==> config.mk <==
export PLATFORM = sky130hd
export DESIGN_NAME = gpio_byte_port
export DESIGN_NICKNAME = d
export VERILOG_FILES = /design/src/rtl/gpio_port_pkg.sv /design/src/rtl/gpio_addr_dec.sv /design/src/rtl/gpio_regfile.sv /design/src/rtl/gpio_in_sync.sv /design/src/rtl/gpio_pin_mux.sv /design/src/rtl/gpio_rd_mux.sv /design/src/rtl/gpio_byte_port.sv
export SDC_FILE = /design/constraint.sdc
export NUM_CORES = 1
export LEC_CHECK = 0
export CORE_MARGIN = 5
export CORE_UTILIZATION = 43
export DETAILED_ROUTE_END_ITERATION = 7
export PLACE_DENSITY = 0.84
export SETUP_SLACK_MARGIN = 0.3
export SYNTH_ARGS = -nofsm -noshare
export SYNTH_HDL_FRONTEND = slang
export SYNTH_SLANG_ARGS = --single-unit
==> constraint.sdc <==
create_clock -name clk -period 3 [get_ports clk]
set_clock_uncertainty 0.1 [all_clocks]
set_input_delay 0.3 -clock clk [delete_from_list [all_inputs] [get_ports clk]]
set_output_delay 0.3 -clock clk [all_outputs]
set_load 0.1 [all_outputs]
==> src/rtl/gpio_port_pkg.sv <==
package gpio_port_pkg;
   typedef enum logic [1:0] {
      SEL_NONE = 2'd0,
      SEL_DIR  = 2'd1,
      SEL_DAT  = 2'd2,
      SEL_PIN  = 2'd3
   } reg_sel_e;
endpackage

==> src/rtl/gpio_addr_dec.sv <==
module gpio_addr_dec
   import gpio_port_pkg::*;
#(
   parameter int unsigned ADDR_W = 16,
   parameter logic [ADDR_W-1:0] A_DIR = 'hFEB1,
   parameter logic [ADDR_W-1:0] A_DAT = 'hFF61,
   parameter logic [ADDR_W-1:0] A_PIN = 'hFF51
) (
   input  logic [ADDR_W-1:0] addr_i,
   output reg_sel_e          sel_o
);
   always_comb begin
      if (addr_i == A_DIR)      sel_o = SEL_DIR;
      else if (addr_i == A_DAT) sel_o = SEL_DAT;
      else if (addr_i == A_PIN) sel_o = SEL_PIN;
      else                      sel_o = SEL_NONE;
   end
endmodule

==> src/rtl/gpio_regfile.sv <==
module gpio_regfile #(
   parameter int unsigned W = 8
) (
   input  logic         clk,
   input  logic         rst_hard_n,
   input  logic         wr_dir_i,
   input  logic         wr_dat_i,
   input  logic [W-1:0] wdata_i,
   output logic [W-1:0] dir_q_o,
   output logic [W-1:0] dat_q_o
);
   // soft reset is deliberately not an input: both registers survive it
   always_ff @(posedge clk or negedge rst_hard_n) begin
      if (!rst_hard_n) begin
         dir_q_o <= '0;
         dat_q_o <= '0;
      end else begin
         if (wr_dir_i) dir_q_o <= wdata_i;
         if (wr_dat_i) dat_q_o <= wdata_i;
      end
   end

   a_r2_dir_load: assert property (@(posedge clk) disable iff (!rst_hard_n)
      wr_dir_i |=> dir_q_o == $past(wdata_i));
   a_r4_dat_load: assert property (@(posedge clk) disable iff (!rst_hard_n)
      wr_dat_i |=> dat_q_o == $past(wdata_i));
   a_r5_dir_hold: assert property (@(posedge clk) disable iff (!rst_hard_n)
      !wr_dir_i |=> $stable(dir_q_o));
   a_r9_dat_hold: assert property (@(posedge clk) disable iff (!rst_hard_n)
      !wr_dat_i |=> $stable(dat_q_o));
endmodule

==> src/rtl/gpio_in_sync.sv <==
module gpio_in_sync #(
   parameter int unsigned W      = 8,
   parameter int unsigned STAGES = 2
) (
   input  logic         clk,
   input  logic         rst_hard_n,
   input  logic [W-1:0] d_i,
   output logic [W-1:0] q_o
);
   logic [W-1:0] stage_q [STAGES];

   for (genvar s = 0; s < STAGES; s++) begin : g_stage
      always_ff @(posedge clk or negedge rst_hard_n) begin
         if (!rst_hard_n)  stage_q[s] <= '0;
         else if (s == 0)  stage_q[s] <= d_i;
         else              stage_q[s] <= stage_q[(s == 0) ? 0 : s-1];
      end
   end
   assign q_o = stage_q[STAGES-1];

   if (STAGES == 2) begin : g_chk2
      logic [1:0] edges_q;
      always_ff @(posedge clk or negedge rst_hard_n) begin
         if (!rst_hard_n)             edges_q <= '0;
         else if (edges_q != 2'd2)    edges_q <= edges_q + 2'd1;
      end
      a_r6_two_edge_delay: assert property (@(posedge clk) disable iff (!rst_hard_n)
         (edges_q == 2'd2) |-> q_o == $past(d_i, 2));
   end
endmodule

==> src/rtl/gpio_pin_mux.sv <==
module gpio_pin_mux #(
   parameter int unsigned W          = 8,
   parameter bit          HAS_PERIPH = 1'b1
) (
   input  logic [W-1:0] dir_i,
   input  logic [W-1:0] dat_i,
   input  logic [W-1:0] own_i,
   input  logic [W-1:0] p_oe_i,
   input  logic [W-1:0] p_do_i,
   output logic [W-1:0] oe_o,
   output logic [W-1:0] do_o
);
   for (genvar i = 0; i < W; i++) begin : g_pin
      if (HAS_PERIPH) begin : g_ovr
         assign oe_o[i] = own_i[i] ? p_oe_i[i] : dir_i[i];
         assign do_o[i] = own_i[i] ? p_do_i[i] : dat_i[i];
      end else begin : g_plain
         assign oe_o[i] = dir_i[i];
         assign do_o[i] = dat_i[i];
      end
   end
endmodule

==> src/rtl/gpio_rd_mux.sv <==
module gpio_rd_mux
   import gpio_port_pkg::*;
#(
   parameter int unsigned W = 8,
   parameter logic [W-1:0] DIR_FILL = '1
) (
   input  logic         rd_i,
   input  reg_sel_e     sel_i,
   input  logic [W-1:0] dir_i,
   input  logic [W-1:0] dat_i,
   input  logic [W-1:0] sync_i,
   output logic [W-1:0] rdata_o
);
   logic [W-1:0] pin_view;
   assign pin_view = (dir_i & dat_i) | (~dir_i & sync_i);

   always_comb begin
      rdata_o = '0;
      if (rd_i) begin
         unique case (sel_i)
            SEL_DIR:  rdata_o = DIR_FILL;
            SEL_DAT:  rdata_o = dat_i;
            SEL_PIN:  rdata_o = pin_view;
            default:  rdata_o = '0;
         endcase
      end
   end
endmodule

==> src/rtl/gpio_byte_port.sv <==
module gpio_byte_port
   import gpio_port_pkg::*;
#(
   parameter int unsigned PIN_W       = 8,
   parameter int unsigned ADDR_W      = 16,
   parameter logic [ADDR_W-1:0] ADDR_DIR = 'hFEB1,
   parameter logic [ADDR_W-1:0] ADDR_DAT = 'hFF61,
   parameter logic [ADDR_W-1:0] ADDR_PIN = 'hFF51,
   parameter int unsigned SYNC_STAGES = 2,
   parameter logic [PIN_W-1:0] DIR_RD_FILL = '1,
   parameter bit          HAS_PERIPH  = 1'b1
) (
   input  logic              clk,
   input  logic              rst_hard_n,
   input  logic              rst_soft_i,
   input  logic [ADDR_W-1:0] bus_addr_i,
   input  logic              bus_wr_i,
   input  logic              bus_rd_i,
   input  logic [PIN_W-1:0]  bus_wdata_i,
   output logic [PIN_W-1:0]  bus_rdata_o,
   input  logic [PIN_W-1:0]  pad_in_i,
   output logic [PIN_W-1:0]  pad_oe_o,
   output logic [PIN_W-1:0]  pad_do_o,
   input  logic [PIN_W-1:0]  periph_en_i,
   input  logic [PIN_W-1:0]  periph_oe_i,
   input  logic [PIN_W-1:0]  periph_do_i
);
   if (PIN_W < 1) begin : g_bad_w
      $error("PIN_W must be at least 1");
   end
   if (SYNC_STAGES < 2) begin : g_bad_sync
      $error("SYNC_STAGES must be at least 2");
   end
   if (ADDR_DIR == ADDR_DAT || ADDR_DIR == ADDR_PIN || ADDR_DAT == ADDR_PIN) begin : g_bad_map
      $error("register addresses must differ");
   end

   reg_sel_e          sel;
   logic [PIN_W-1:0]  dir_q, dat_q, sync_q, own_q;
   logic              wr_dir, wr_dat;

   gpio_addr_dec #(.ADDR_W(ADDR_W), .A_DIR(ADDR_DIR), .A_DAT(ADDR_DAT), .A_PIN(ADDR_PIN))
      u_dec (.addr_i(bus_addr_i), .sel_o(sel));

   // pin-state address is read-only: its write decode goes nowhere
   assign wr_dir = bus_wr_i && (sel == SEL_DIR);
   assign wr_dat = bus_wr_i && (sel == SEL_DAT);

   gpio_regfile #(.W(PIN_W)) u_regs (
      .clk(clk), .rst_hard_n(rst_hard_n),
      .wr_dir_i(wr_dir), .wr_dat_i(wr_dat), .wdata_i(bus_wdata_i),
      .dir_q_o(dir_q), .dat_q_o(dat_q));

   gpio_in_sync #(.W(PIN_W), .STAGES(SYNC_STAGES)) u_sync (
      .clk(clk), .rst_hard_n(rst_hard_n), .d_i(pad_in_i), .q_o(sync_q));

   if (HAS_PERIPH) begin : g_own
      always_ff @(posedge clk or negedge rst_hard_n) begin
         if (!rst_hard_n)     own_q <= '0;
         else if (rst_soft_i) own_q <= '0;
         else                 own_q <= periph_en_i;
      end
   end else begin : g_no_own
      assign own_q = '0;
   end

   gpio_pin_mux #(.W(PIN_W), .HAS_PERIPH(HAS_PERIPH)) u_pins (
      .dir_i(dir_q), .dat_i(dat_q), .own_i(own_q),
      .p_oe_i(periph_oe_i), .p_do_i(periph_do_i),
      .oe_o(pad_oe_o), .do_o(pad_do_o));

   gpio_rd_mux #(.W(PIN_W), .DIR_FILL(DIR_RD_FILL)) u_rd (
      .rd_i(bus_rd_i), .sel_i(sel), .dir_i(dir_q), .dat_i(dat_q),
      .sync_i(sync_q), .rdata_o(bus_rdata_o));

   a_r8_soft_drops_owner: assert property (@(posedge clk) disable iff (!rst_hard_n)
      rst_soft_i |=> own_q == '0);
   a_r3_dir_read_fill: assert property (@(posedge clk) disable iff (!rst_hard_n)
      (bus_rd_i && bus_addr_i == ADDR_DIR) |-> bus_rdata_o == DIR_RD_FILL);
   a_r9_unmapped_zero: assert property (@(posedge clk) disable iff (!rst_hard_n)
      (bus_rd_i && bus_addr_i != ADDR_DIR && bus_addr_i != ADDR_DAT && bus_addr_i != ADDR_PIN)
      |-> bus_rdata_o == '0);
   a_r6_out_bits_from_data: assert property (@(posedge clk) disable iff (!rst_hard_n)
      (bus_rd_i && bus_addr_i == ADDR_PIN) |-> (bus_rdata_o & dir_q) == (dat_q & dir_q));
endmodule

[Word level (Yosys, flattened, before mapping)]
Cells that the tools add are included.
Word-level totals
  register bits after elaboration: 40
  latch bits: 0
  RAM bits: 0
  ROM bits: 0
  bits of input ports: 61
  output and inout port bits: 24
  logic and storage cells: 39
  memories: 0
Operators by class
  add/subtract/negate cells: 0
  multipliers: 0
  div/mod/pow operators: 0
  order comparisons: 0
  equality and inequality tests: 6
  shift operators: 0
  mux-type cells: 22
  bitwise logic cells: 4
  reduce and logical (&&, ||, !) cells: 2
Operators with widths (count)
  $eq 16x16->1 const B: 3
  $pmux 8 s3: 1
  $and 8x8->8: 2
  $mux 1: 16
  $mux 8: 2
  $not 8->8: 1
  $or 8x8->8: 1
  $mux 2: 3
  $eq 2x2->1 const B: 2
  $eq 2x1->1 const B: 1
  $logic_and 1x1->1: 2

[Logic depth before layout (Yosys ltp)]
Gate-level depths: netlist (run 1).
  word-level depth: 7
  depth in mapped cells: 5
  depth with buffers taken out: 4

[Cells and area by module]
From an unflattened synthesis (run 1), not the netlist that was laid out.
Unflattened totals
  cell total of the unflattened synthesis: 148
  area, all modules: 1953.1 um^2
Modules (own cells, without submodules)
  gpio_regfile: instances 1, cells an instance 34, area each 663.1 um^2, sequential area each 400.4 um^2
  gpio_in_sync: instances 1, cells an instance 24, area each 460.4 um^2, sequential area each 400.4 um^2
  gpio_byte_port: instances 1, cells an instance 18, area each 267.8 um^2, sequential area each 200.2 um^2
  gpio_rd_mux: instances 1, cells an instance 46, area each 244.0 um^2, sequential area each 0.0 um^2
  gpio_pin_mux: instances 1, cells an instance 16, area each 232.7 um^2, sequential area each 0.0 um^2
  gpio_addr_dec: instances 1, cells an instance 10, area each 85.1 um^2, sequential area each 0.0 um^2

[Worst setup path before layout (run 1)]
OpenSTA, ideal clock, no wires.
  kind: input to output
  start: input port bus_addr_i[3]
  end: output port bus_rdata_o[0]
  data arrival time: 2.870 ns
  required time: 2.600 ns
  setup slack: -0.270 ns
  stages: 4
  buffers on the path: 0
  cell sequence: or4b_4 -> nor3_4 -> o211ai_1 -> a21oi_1
On the way
  cells in the longest elaborated chain, start to end: 7
  elaborated cells between the ends (all ways): 11
  classes of those cells: 6 x eq/ne; 5 x mux
Ends and longest elaborated chain
  start, declared: line gpio_byte_port.sv:16  | input logic [ADDR_W-1:0] bus_addr_i,
  $eq 16x16->1: line gpio_addr_dec.sv:15  | else if (addr_i == A_PIN) sel_o = SEL_PIN;
  $mux 2: line gpio_addr_dec.sv:15
  $mux 2: line gpio_addr_dec.sv:14  | else if (addr_i == A_DAT) sel_o = SEL_DAT;
  $mux 2 (*): line gpio_addr_dec.sv:13  | if (addr_i == A_DIR) sel_o = SEL_DIR;
  $eq 2x2->1 / $eq 2x1->1 (equally long branches): line gpio_rd_mux.sv:20  | unique case (sel_i)
  $pmux 8 s3 (*): line gpio_rd_mux.sv:20
  $mux 8 (*): line gpio_rd_mux.sv:19  | if (rd_i) begin
  end, declared: line gpio_byte_port.sv:20  | output logic [PIN_W-1:0] bus_rdata_o,
Every way passes the cells marked *; elsewhere a longest branch is shown, timed or not.

[Final worst setup path (run 1)]
  start: input port bus_addr_i[3]
  end: output port bus_rdata_o[5]
Same word-level chain as after synthesis.

==> results of run 1 <==
==> synth_stat cells (2+ instances only) <==
cell                       count  area (µm²)
sky130_fd_sc_hd__nand2b_1      2       12.51
sky130_fd_sc_hd__o22ai_1       2       12.51
sky130_fd_sc_hd__nor2b_1       8       50.05
sky130_fd_sc_hd__dfrtp_1      40        1001
sky130_fd_sc_hd__nor4bb_1      2       20.02
sky130_fd_sc_hd__nand4_4       2       42.54
sky130_fd_sc_hd__nor2_1        4       15.01
sky130_fd_sc_hd__nand3b_1      4       30.03
sky130_fd_sc_hd__mux2i_1       6       60.06
sky130_fd_sc_hd__mux2_2       34       382.9
sky130_fd_sc_hd__a21oi_1       9       45.04
==> worst min-delay path by stage <==
stage	start	end	slack (ns)	cells past startpoint
floorplan	rst_hard_n	own_q[0]$_DFF_PN0_	-0.1	0
global placement	u_sync.stage_q[8]$_DFF_PN0_	u_sync.q_o[0]$_DFF_PN0_	0.23	0
detailed placement	u_sync.stage_q[10]$_DFF_PN0_	u_sync.q_o[2]$_DFF_PN0_	0.24	0
CTS	rst_hard_n	own_q[3]$_DFF_PN0_	0.03	1
global route	rst_hard_n	own_q[3]$_DFF_PN0_	0.07	1
finish	rst_hard_n	own_q[3]$_DFF_PN0_	0.01	1
==> cells by family (layout without fill, tap and decap cells) <==
kind of cell           count (synthesis)  count (layout)
buffers and inverters                  1              95
and+or+nand+nor                       30              30
DFF                                   40              40
muxes                                 40              40
AOI/OAI and AO/OA                     12              12
==> timing repair <==
item,in CTS,in global routing
setup endpoints to repair,0,3
buffers inserted,0,0
resized for setup,0,1
==> layout make-up <==
type                    instances  area share [%]
clock buffers                   5           2.431
clock inverters                 3           1.503
flip-flops and latches         40           35.37
repair buffers                 87           31.74
multi-input cells              82           26.75
well taps                      50           2.210
==> sequential cells by signal, indices dropped and copies added, names as in the netlist <==
| register | count |
|---|---|
| u_regs.dir_q_o | 8 |
| u_sync.stage_q | 8 |
| u_regs.dat_q_o | 8 |
| own_q | 8 |
| u_sync.q_o | 8 |
==> metal layers <==
layer | up-vias | part of all wire [%] | wire length (µm)
li1 | 636 | - | -
met1 | 671 | 34 | 1611
met2 | 52 | 56 | 2622
met3 | 8 | 8.1 | 380
met4 | 0 | 1.5 | 68
met5 | - | 0 | 0
==> power groups by stage <==
stage	Sequential, W	Combinational (W)	Clock, W
CTS	0.000563	0.000204	0.000442
floorplan	0.000571	0.0000918	0
detailed placement	0.000574	0.000204	0
finish	0.000563	0.000203	0.000430
global placement	0.000572	0.000200	0
global route	0.000564	0.000214	0.000462
==> worst max-delay path, delay by kind of cell <==
kind | cells | cell delay, ns
AOI/OAI and AO/OA | 2 | 0.40
and+or+nand+nor | 2 | 0.71
buffers and inverters | 3 | 0.80
==> metrics by stage <==
stage,hold slack [ns],TNS [ns]
final,0.01114,0
after global placement,0.2336,0
after detailed placement,0.2372,0
after global routing,0.07411,0
after CTS,0.03494,0
after floorplan,-0.09559,-2.163
==> results.yml, run 1 <==
routing:
  final_antenna_net_count: 0
  wirelength_um: 4683
  violation_count_after_the_first_detailed_route_iteration: 46
  vias: 1367
  drcViolationCount: 0
  via_per_inst: 5.120
  avgRoutedWirePerCell_um: 17.54
  firstDrtPassIters: 4
power:
  fin_total_pwr_w: 0.001196
  seqPwrFrac_pct: 47.1
  leakage_nw: 1.295
  pwr-share-comb_pct: 16.9
  clockPowerShare_pct: 36.0
  worst_ir_drop_vdd_uv: 340.0
  power.share.switching_pct: 24.80
  netSwitchingPower_w: 0.0002966
  power_density_mw_per_mm2: 422.5
  p_int_w: 0.0008992
clocking:
  cts_hold_buffers_added: 0
  numClockSinks: 40
  clk_latency_ns: 0.29
  clock_tree.htree_level_count: 2
  clockBufferDepth: 2
  root_buffer: "sky130_fd_sc_hd__clkbuf_8"
  register_clock_pin_slew_on_the_reported_worst_setup_and_hold_paths_ns: 0.08
  numCtsBuffers: 5
  cts_tree: "done"
floorplanning:
  effective_utilization_at_floorplan_pct: 44.23
  placementRows: 23
  floorplan.die.width_um: 73.92
  die_height_um: 73.92
  die_area_mm2: 0.005463
  core_area_mm2: 0.003971
  floorplan.io_pins: 85
layout:
  post_route_cells_drive_above_1_share_pct: 35.02
  mostFrequentLayoutCells: "59 x sky130_fd_sc_hd__clkdlybuf4s50_1, 40 x sky130_fd_sc_hd__dfrtp_1, 34 x sky130_fd_sc_hd__mux2_2"
  regArea_mm2: 0.001001
  syn_to_layout_area_delta_pct: 61.11
  finalCoreUtilization_pct: 71.27
  num-nets-final: 277
  insertedDiodeCount: 0
  area_of_combinational_cells_with_multiple_inputs_um2: 757.0
  design_area_mm2: 0.002830
  stdcell_count: 267
  final_common_cell: "sky130_fd_sc_hd__clkdlybuf4s50_1"
  layout.filler_cells: 278
worst_setup_path:
  rr_endpoint: "u_regs.dir_q_o[2]$_DFFE_PN0P_"
  timing.critical_path.cells: "clkdlybuf4s50_1 -> or4b_4 -> nor3_4 -> o211ai_1 -> buf_4 -> a21oi_1 -> buf_12"
  worst_setup_path_start_kind: "input pin"
  worst-endpoint-arrival_ns: 2.21
  slowest_delay_ns: 0.56
  crit_fanout: 7
  timing.critical_path.to_type: "output port"
  crit_start: "bus_addr_i[3]"
  timing.reg2reg.worst_path_depth: 1
  timing.critical_path.required_ns: 2.60
  worst-setup-path-type: "in -> out"
  worstSetupEndpoint: "bus_rdata_o[5]"
  critical_path.reg2reg.startpoint: "u_regs.dir_q_o[2]$_DFFE_PN0P_"
  critical_path_slowest_stage_cell: "sky130_fd_sc_hd__or4b_4"
  setup.reg_to_reg.worst_slack_ns: 2.10
place:
  gp_congestion: 0.8120
  io_buffers: 84
  dp_cells: 259
  half_perimeter_wire_length_of_the_detailed_placement_result_um: 3851
  dpl_cell_area_mm2: 0.002713
  dp_worst_setup_slack_ns: 0.3660
global_route:
  first_pass_grt_wire_length_um: 7383
  use_met3_pct: 8.345
  grtUsageMet1_pct: 19.60
  vias_in_the_first_global_route: 1522
  grt_antenna_before_repair: 0
  grt.busiest_layer: "met2"
  globalRouteMet2Util_pct: 33.37
  grt_start_max_net_pins: 41
  globalRouteTotalUtil_pct: 18.68
  grt-ovfl-total: 0
synthesis:
  yosys.cell_types.count: 21
  number_of_enable_flip_flop_cells_after_synthesis: 0
  post_synthesis_instance_area_mm2: 0.001757
  yosys_register_bits: 40
  netlist_instances: 123
  total_nets_after_synthesis: 184
  synth.yosys.warnings: 0
  synth.area.mux_share_pct: 25.21
  post_synth.cell_area_avg_um2: 14.28
  synth_xor_xnor_area_share_pct: 0
  leading_register_cell_type_out_of_synthesis: "sky130_fd_sc_hd__dfrtp_1"
  ys_seq_area_share_pct: 56.98
  synth_top_family_by_area: "multiplexers"
  synthAdderAreaFrac_pct: 0
  async_flop_share_pct: 100.0
  compound_gate_portion_of_the_synthesized_area_pct: 3.704
  synth-simple-area-share_pct: 13.82
sta:
  finalWorstSetupSlack_ns: 0.3861
  setup-violations-final: 0
  timing.final.hold_violations: 0
  setup_repair_after_global_routing_missed_its_margin: "false"
  maxClockFrequency_ghz: 0.3826
  final.min_clock_period_ns: 2.614
  timing_worst_slew_pin_value_ns: 0.8654
  min_period_over_period_pct: 87.13
  slew-limit-headroom_pct: 42.31
  final-max-slew-violation-count: 0
outcome:
  outcome: "finished, final reports clean"
flow_run:
  maxCapViolCount: 0
min_path:
  worst_hold_path_type: "in -> async"
(Power assumes the default switching activity.)
==> inputs of run 2 (changes only) <==
CORE_MARGIN = 4   (was 5)
==> run 2 against run 1 <==
  * Utilization is 2.7 points higher
  * Routed wire length is 6.0% lower
  * Worst setup slack better by 0.0065 ns
  * Sequential power hardly changed
  * Combinational power hardly changed
  * Clock-buffer cell count is 3 higher
  * Clock power is 16% lower
  * Global-route usage is 0.54 points lower
  * Via count is 0.88% lower
  * Largest cell class unchanged
  * Largest power group unchanged
==> results.yml, run 2 (synthesis gave the netlist of run 1 again) <==
layout:
  finalCoreUtilization_pct: 73.98
  num-nets-final: 277
  stdcell_count: 265
  mostFrequentLayoutCells: "59 x sky130_fd_sc_hd__clkdlybuf4s50_1, 40 x sky130_fd_sc_hd__dfrtp_1, 34 x sky130_fd_sc_hd__mux2_2"
  post_route_cells_drive_above_1_share_pct: 34.56
  insertedDiodeCount: 0
  syn_to_layout_area_delta_pct: 59.97
  design_area_mm2: 0.002810
  final_common_cell: "sky130_fd_sc_hd__clkdlybuf4s50_1"
worst_setup_path:
  timing.critical_path.to_type: "output port"
  slowest_delay_ns: 0.56
  timing.critical_path.required_ns: 2.60
  worst-endpoint-arrival_ns: 2.21
  worst-setup-path-type: "in -> out"
  path_delay_family: "buffers and inverters"
  crit_fanout: 6
  worstPathBufferInverterCount: 3
  critical_path_slowest_stage_cell: "sky130_fd_sc_hd__or4b_4"
  timing.critical_path.cells: "clkdlybuf4s50_1 -> or4b_4 -> nor3_4 -> o211ai_1 -> buf_4 -> a21oi_1 -> buf_12"
  worst_setup_path_start_kind: "input pin"
outcome:
  outcome: "finished, final reports clean"
sta:
  setup-violations-final: 0
  hold-worst-slack_ns: 0.01533
  setup_repair_after_global_routing_missed_its_margin: "true"
  final-max-slew-violation-count: 0
  finalWorstSetupSlack_ns: 0.3925
  min_period_over_period_pct: 86.92
  slew-limit-headroom_pct: 42.45
  timing_worst_slew_pin_value_ns: 0.8632
  maxClockFrequency_ghz: 0.3835
  final.min_clock_period_ns: 2.607
  timing.final.hold_violations: 0
flow_run:
  maxCapViolCount: 0
clocking:
  cts_tree: "done"
  clock_tree.htree_level_count: 2
  numCtsBuffers: 5
  root_buffer: "sky130_fd_sc_hd__clkbuf_8"
  register_clock_pin_slew_on_the_reported_worst_setup_and_hold_paths_ns: 0.07
  clk_latency_ns: 0.29
  cts_hold_buffers_added: 0
  cts_setup_buffers: 0
  numClockSinks: 40
  clockBufferDepth: 2
routing:
  routed-wl-met2_um: 2230
  via_per_inst: 5.113
  avgRoutedWirePerCell_um: 16.61
  final_antenna_net_count: 0
  firstDrtPassIters: 5
  wirelength_um: 4401
  drcViolationCount: 0
  met3_wirelength_um: 399
  violation_count_after_the_first_detailed_route_iteration: 44
  routedLengthMet1_um: 1694
  vias: 1355
  route.top_layer_used: "met4"
place:
  dpl_cell_area_mm2: 0.002710
  half_perimeter_wire_length_of_the_detailed_placement_result_um: 3399
  io_buffers: 84
  gp_congestion: 0.7712
  dp_cells: 257
  dp_worst_setup_slack_ns: 0.3395
floorplanning:
  die_area_mm2: 0.005172
  core_area_mm2: 0.003799
  effective_utilization_at_floorplan_pct: 46.25
  floorplan.io_pins: 85
  placementRows: 22
  floorplan.die.width_um: 71.92
  die_height_um: 71.92
min_path:
  worst_hold_path_type: "in -> async"
power:
  worst_ir_drop_vdd_uv: 389.0
  power_density_mw_per_mm2: 400.4
  leakage_nw: 1.286
global_route:
  first_pass_grt_wire_length_um: 7065
  vias_in_the_first_global_route: 1484
  globalRouteTotalUtil_pct: 18.14
  grt_antenna_before_repair: 0
  grt-ovfl-total: 0
  grt_start_max_net_pins: 41
==> run 2: changes by cell type in the layout (fill, tap and decap cells not counted) <==
| cell | change |
|---|---|
| sky130_fd_sc_hd__a21oi_2 | +1 |
| sky130_fd_sc_hd__clkinv_2 | -1 |
| sky130_fd_sc_hd__a21oi_1 | -1 |
| sky130_fd_sc_hd__bufinv_16 | -1 |
| sky130_fd_sc_hd__clkbuf_1 | +2 |
| sky130_fd_sc_hd__clkbuf_8 | +1 |
| sky130_fd_sc_hd__clkinvlp_4 | -1 |
==> run 2: stage by stage <==
stage	setup TNS (ns)	total power [W]
floorplan	-2.163	0.0006625
global placement	0	0.0007709
detailed placement	0	0.0007756
CTS	0	0.001143
global route	0	0.001174
finish	0	0.001125
==> run 2: where the power goes <==
group	switching, W	leakage [nW]	internal (W)
clock	0.000173	0.0455	0.000187
sequential	0.00000692	0.513	0.000556
combinational	0.000104	0.727	0.0000980
total	0.000284	1.29	0.000841
==> run 2: repair_timing <==
| item | 4_1_cts | 5_1_grt |
|---|---|---|
| hold endpoints to repair | 0 | 0 |
| gates resized for setup | 0 | 2 |
| setup endpoints to repair | 0 | 4 |
==> run 2: cell type report <==
| type | instances | area (µm²) |
|---|---|---|
| flip-flops and latches | 40 | 1001 |
| fillers | 251 | 988.4 |
| repair buffers | 87 | 898.4 |
| multi-input cells | 82 | 760.7 |
| clock buffers | 8 | 90.09 |
| well taps | 48 | 60.06 |
==> run 2: path summary, 6_finish.rpt <==
check / to / slack, ns / startpoint / depth (start not counted)
setup / recovery: bus_rdata_o[0] / 0.39 / bus_addr_i[3] / 7
hold / removal: own_q[1]$_DFF_PN0_ / 0.02 / rst_hard_n / 1
setup reg to reg: u_regs.dat_q_o[6]$_DFFE_PN0P_ / 2.11 / u_regs.dat_q_o[6]$_DFFE_PN0P_ / 1
hold reg to reg: u_sync.q_o[0]$_DFF_PN0_ / 0.25 / u_sync.stage_q[8]$_DFF_PN0_ / 0
max in group asynchronous: own_q[3]$_DFF_PN0_ / 2.24 / rst_hard_n / 1
min in group clk: u_sync.q_o[0]$_DFF_PN0_ / 0.25 / u_sync.stage_q[8]$_DFF_PN0_ / 0
==> run 2: per-layer routing <==
metal	GRT usage, %	vias up
li1	-	637
met1	19.55	650
met2	31.84	61
met3	6.925	7
met4	7.516	0
met5	0	-
==> inputs of run 3 (changes only) <==
CORE_ASPECT_RATIO = 1.2   (was unset)
==> run 3 against run 2 <==
  * Hold slack improved by 0.00075 ns
  * Sequential share of layout area fell by 0.45 points
  * Worst setup slack gained 0.033 ns
  * Clock power rose by 4%
  * Combinational power about the same
  * Total power grew 1.3%
  * Cell area is 1.3% higher
  * Largest cell class unchanged
  * Largest power group unchanged
==> results.yml, run 3 (synthesis gave the netlist of run 1 again) <==
outcome:
  outcome: "finished, final reports clean"
worst_setup_path:
  timing.critical_path.to_type: "output port"
  worst-setup-path-type: "in -> out"
  crit_start: "bus_addr_i[2]"
  worst-endpoint-arrival_ns: 2.17
  timing.reg2reg.worst_path_depth: 1
  worst_setup_path_start_kind: "input pin"
  timing.critical_path.required_ns: 2.60
  setup.reg_to_reg.worst_slack_ns: 2.10
  crit_fanout: 6
  critical_path.reg2reg.startpoint: "u_regs.dat_q_o[5]$_DFFE_PN0P_"
sta:
  final-max-slew-violation-count: 0
  finalWorstSetupSlack_ns: 0.4251
  timing_worst_slew_pin_value_ns: 0.8682
  setup_repair_after_global_routing_missed_its_margin: "false"
  maxClockFrequency_ghz: 0.3884
  slew-limit-headroom_pct: 42.12
  setup-violations-final: 0
  totalNegativeSetupSlack_ns: 0
  final.min_clock_period_ns: 2.575
  timing.final.hold_violations: 0
  min_period_over_period_pct: 85.83
global_route:
  grt.busiest_layer: "met2"
  grtUsageMet1_pct: 19.05
  grt_antenna_before_repair: 0
  vias_in_the_first_global_route: 1589
  globalRouteTotalUtil_pct: 18.35
  grt_start_max_net_pins: 41
  grt-ovfl-total: 0
  globalRouteMet2Util_pct: 33.17
  first_pass_grt_wire_length_um: 7182
  use_met3_pct: 7.153
layout:
  syn_to_layout_area_delta_pct: 62.04
  post_route_cells_drive_above_1_share_pct: 37.33
  layout.filler_cells: 304
  mostFrequentLayoutCells: "59 x sky130_fd_sc_hd__clkdlybuf4s50_1, 40 x sky130_fd_sc_hd__dfrtp_1, 34 x sky130_fd_sc_hd__mux2_2"
  num-nets-final: 278
  final_common_cell: "sky130_fd_sc_hd__clkdlybuf4s50_1"
  design_area_mm2: 0.002846
  stdcell_count: 271
  insertedDiodeCount: 0
floorplanning:
  floorplan.io_pins: 85
  die_height_um: 78.02
  effective_utilization_at_floorplan_pct: 44.57
  die_area_mm2: 0.005176
  placementRows: 25
  core_area_mm2: 0.003941
  floorplan.die.width_um: 66.35
clocking:
  clockBufferDepth: 2
  root_buffer: "sky130_fd_sc_hd__clkbuf_8"
  clk_latency_ns: 0.28
  cts_tree: "done"
  numCtsBuffers: 5
  clock_tree.htree_level_count: 2
  numClockSinks: 40
  register_clock_pin_slew_on_the_reported_worst_setup_and_hold_paths_ns: 0.07
place:
  dp_worst_setup_slack_ns: 0.2708
  half_perimeter_wire_length_of_the_detailed_placement_result_um: 3424
  dpl_cell_area_mm2: 0.002710
  gp_congestion: 0.7642
  dp_cells: 262
  io_buffers: 84
routing:
  drcViolationCount: 0
  via_per_inst: 5.037
  final_antenna_net_count: 0
  firstDrtPassIters: 4
  vias: 1365
  wirelength_um: 4442
  avgRoutedWirePerCell_um: 16.39
  violation_count_after_the_first_detailed_route_iteration: 37
min_path:
  worst_hold_path_type: "in -> async"
power:
  netSwitchingPower_w: 0.0002817
  power.share.switching_pct: 24.71
  power_density_mw_per_mm2: 400.4
  clockPowerShare_pct: 32.8
  worst_ir_drop_vdd_uv: 379.9
  p_int_w: 0.0008582
  fin_total_pwr_w: 0.001140
  pwr-share-comb_pct: 17.8
  seqPwrFrac_pct: 49.3
  leakage_nw: 1.293
flow_run:
  maxCapViolCount: 0
[run 3: cell count changes in the layout (fill, tap and decap cells not counted), sizes merged]
cell / before / now
buf: 28 / 29
clkbuf: 8 / 7
[run 3: cell type report]
| class | count | area, µm² | area share (%) |
|---|---|---|---|
| tap | 54 | 67.56 | 2.374 |
| sequential | 40 | 1001 | 35.16 |
| multi-input combinational | 82 | 775.7 | 27.25 |
| timing repair buffer | 88 | 905.9 | 31.82 |
| clock buffer | 7 | 96.34 | 3.385 |
[run 3: path summary, 6_finish.rpt]
kind                                                      end
worst max-delay path                           bus_rdata_o[1]
min in group clk                      u_sync.q_o[1]$_DFF_PN0_
max in group asynchronous       u_regs.dir_q_o[4]$_DFFE_PN0P_
worst min-delay path                       own_q[0]$_DFF_PN0_
worst max register to register  u_regs.dat_q_o[5]$_DFFE_PN0P_
worst min register to register        u_sync.q_o[1]$_DFF_PN0_
[run 3: stage by stage]
stage	utilization, %	hold slack (ns)
3_5_place_dp	68.76	0.2347
3_3_place_gp	68.76	0.2336
4_1_cts	71.37	0.04591
2_1_floorplan	-	-0.09559
5_1_grt	72.22	0.08709
6_report	72.22	0.01608
[run 3: power groups by stage]
stage	registers [W]	clock network (W)	logic, W
after floorplan	0.000571	0	0.0000918
after global placement	0.000572	0	0.000200
after detailed placement	0.000573	0	0.000204
after CTS	0.000562	0.000388	0.000205
after global routing	0.000564	0.000409	0.000214
final	0.000562	0.000374	0.000203
[run 3: critical path: stages]
cell and delay (ns):
sky130_fd_sc_hd__clkdlybuf4s50_1 0.41, sky130_fd_sc_hd__or4b_4 0.54, sky130_fd_sc_hd__nor3_4 0.14, sky130_fd_sc_hd__o211ai_1 0.14, sky130_fd_sc_hd__buf_4 0.19, sky130_fd_sc_hd__a21oi_1 0.23, sky130_fd_sc_hd__buf_12 0.21
[run 3: repair_timing]
item | 4_1_cts | 5_1_grt
endpoints found under the setup margin | 1 | 8
pin swaps | 0 | 1
resized for setup | 1 | 5
setup buffers | 0 | 2
hold buffers | 0 | 0
[run 3: per-layer routing]
metal / wire, µm / part of all wire, %
met2: 2440 / 55
met3: 383 / 8.6
met5: 0 / 0
met1: 1563 / 35
met4: 55 / 1.2
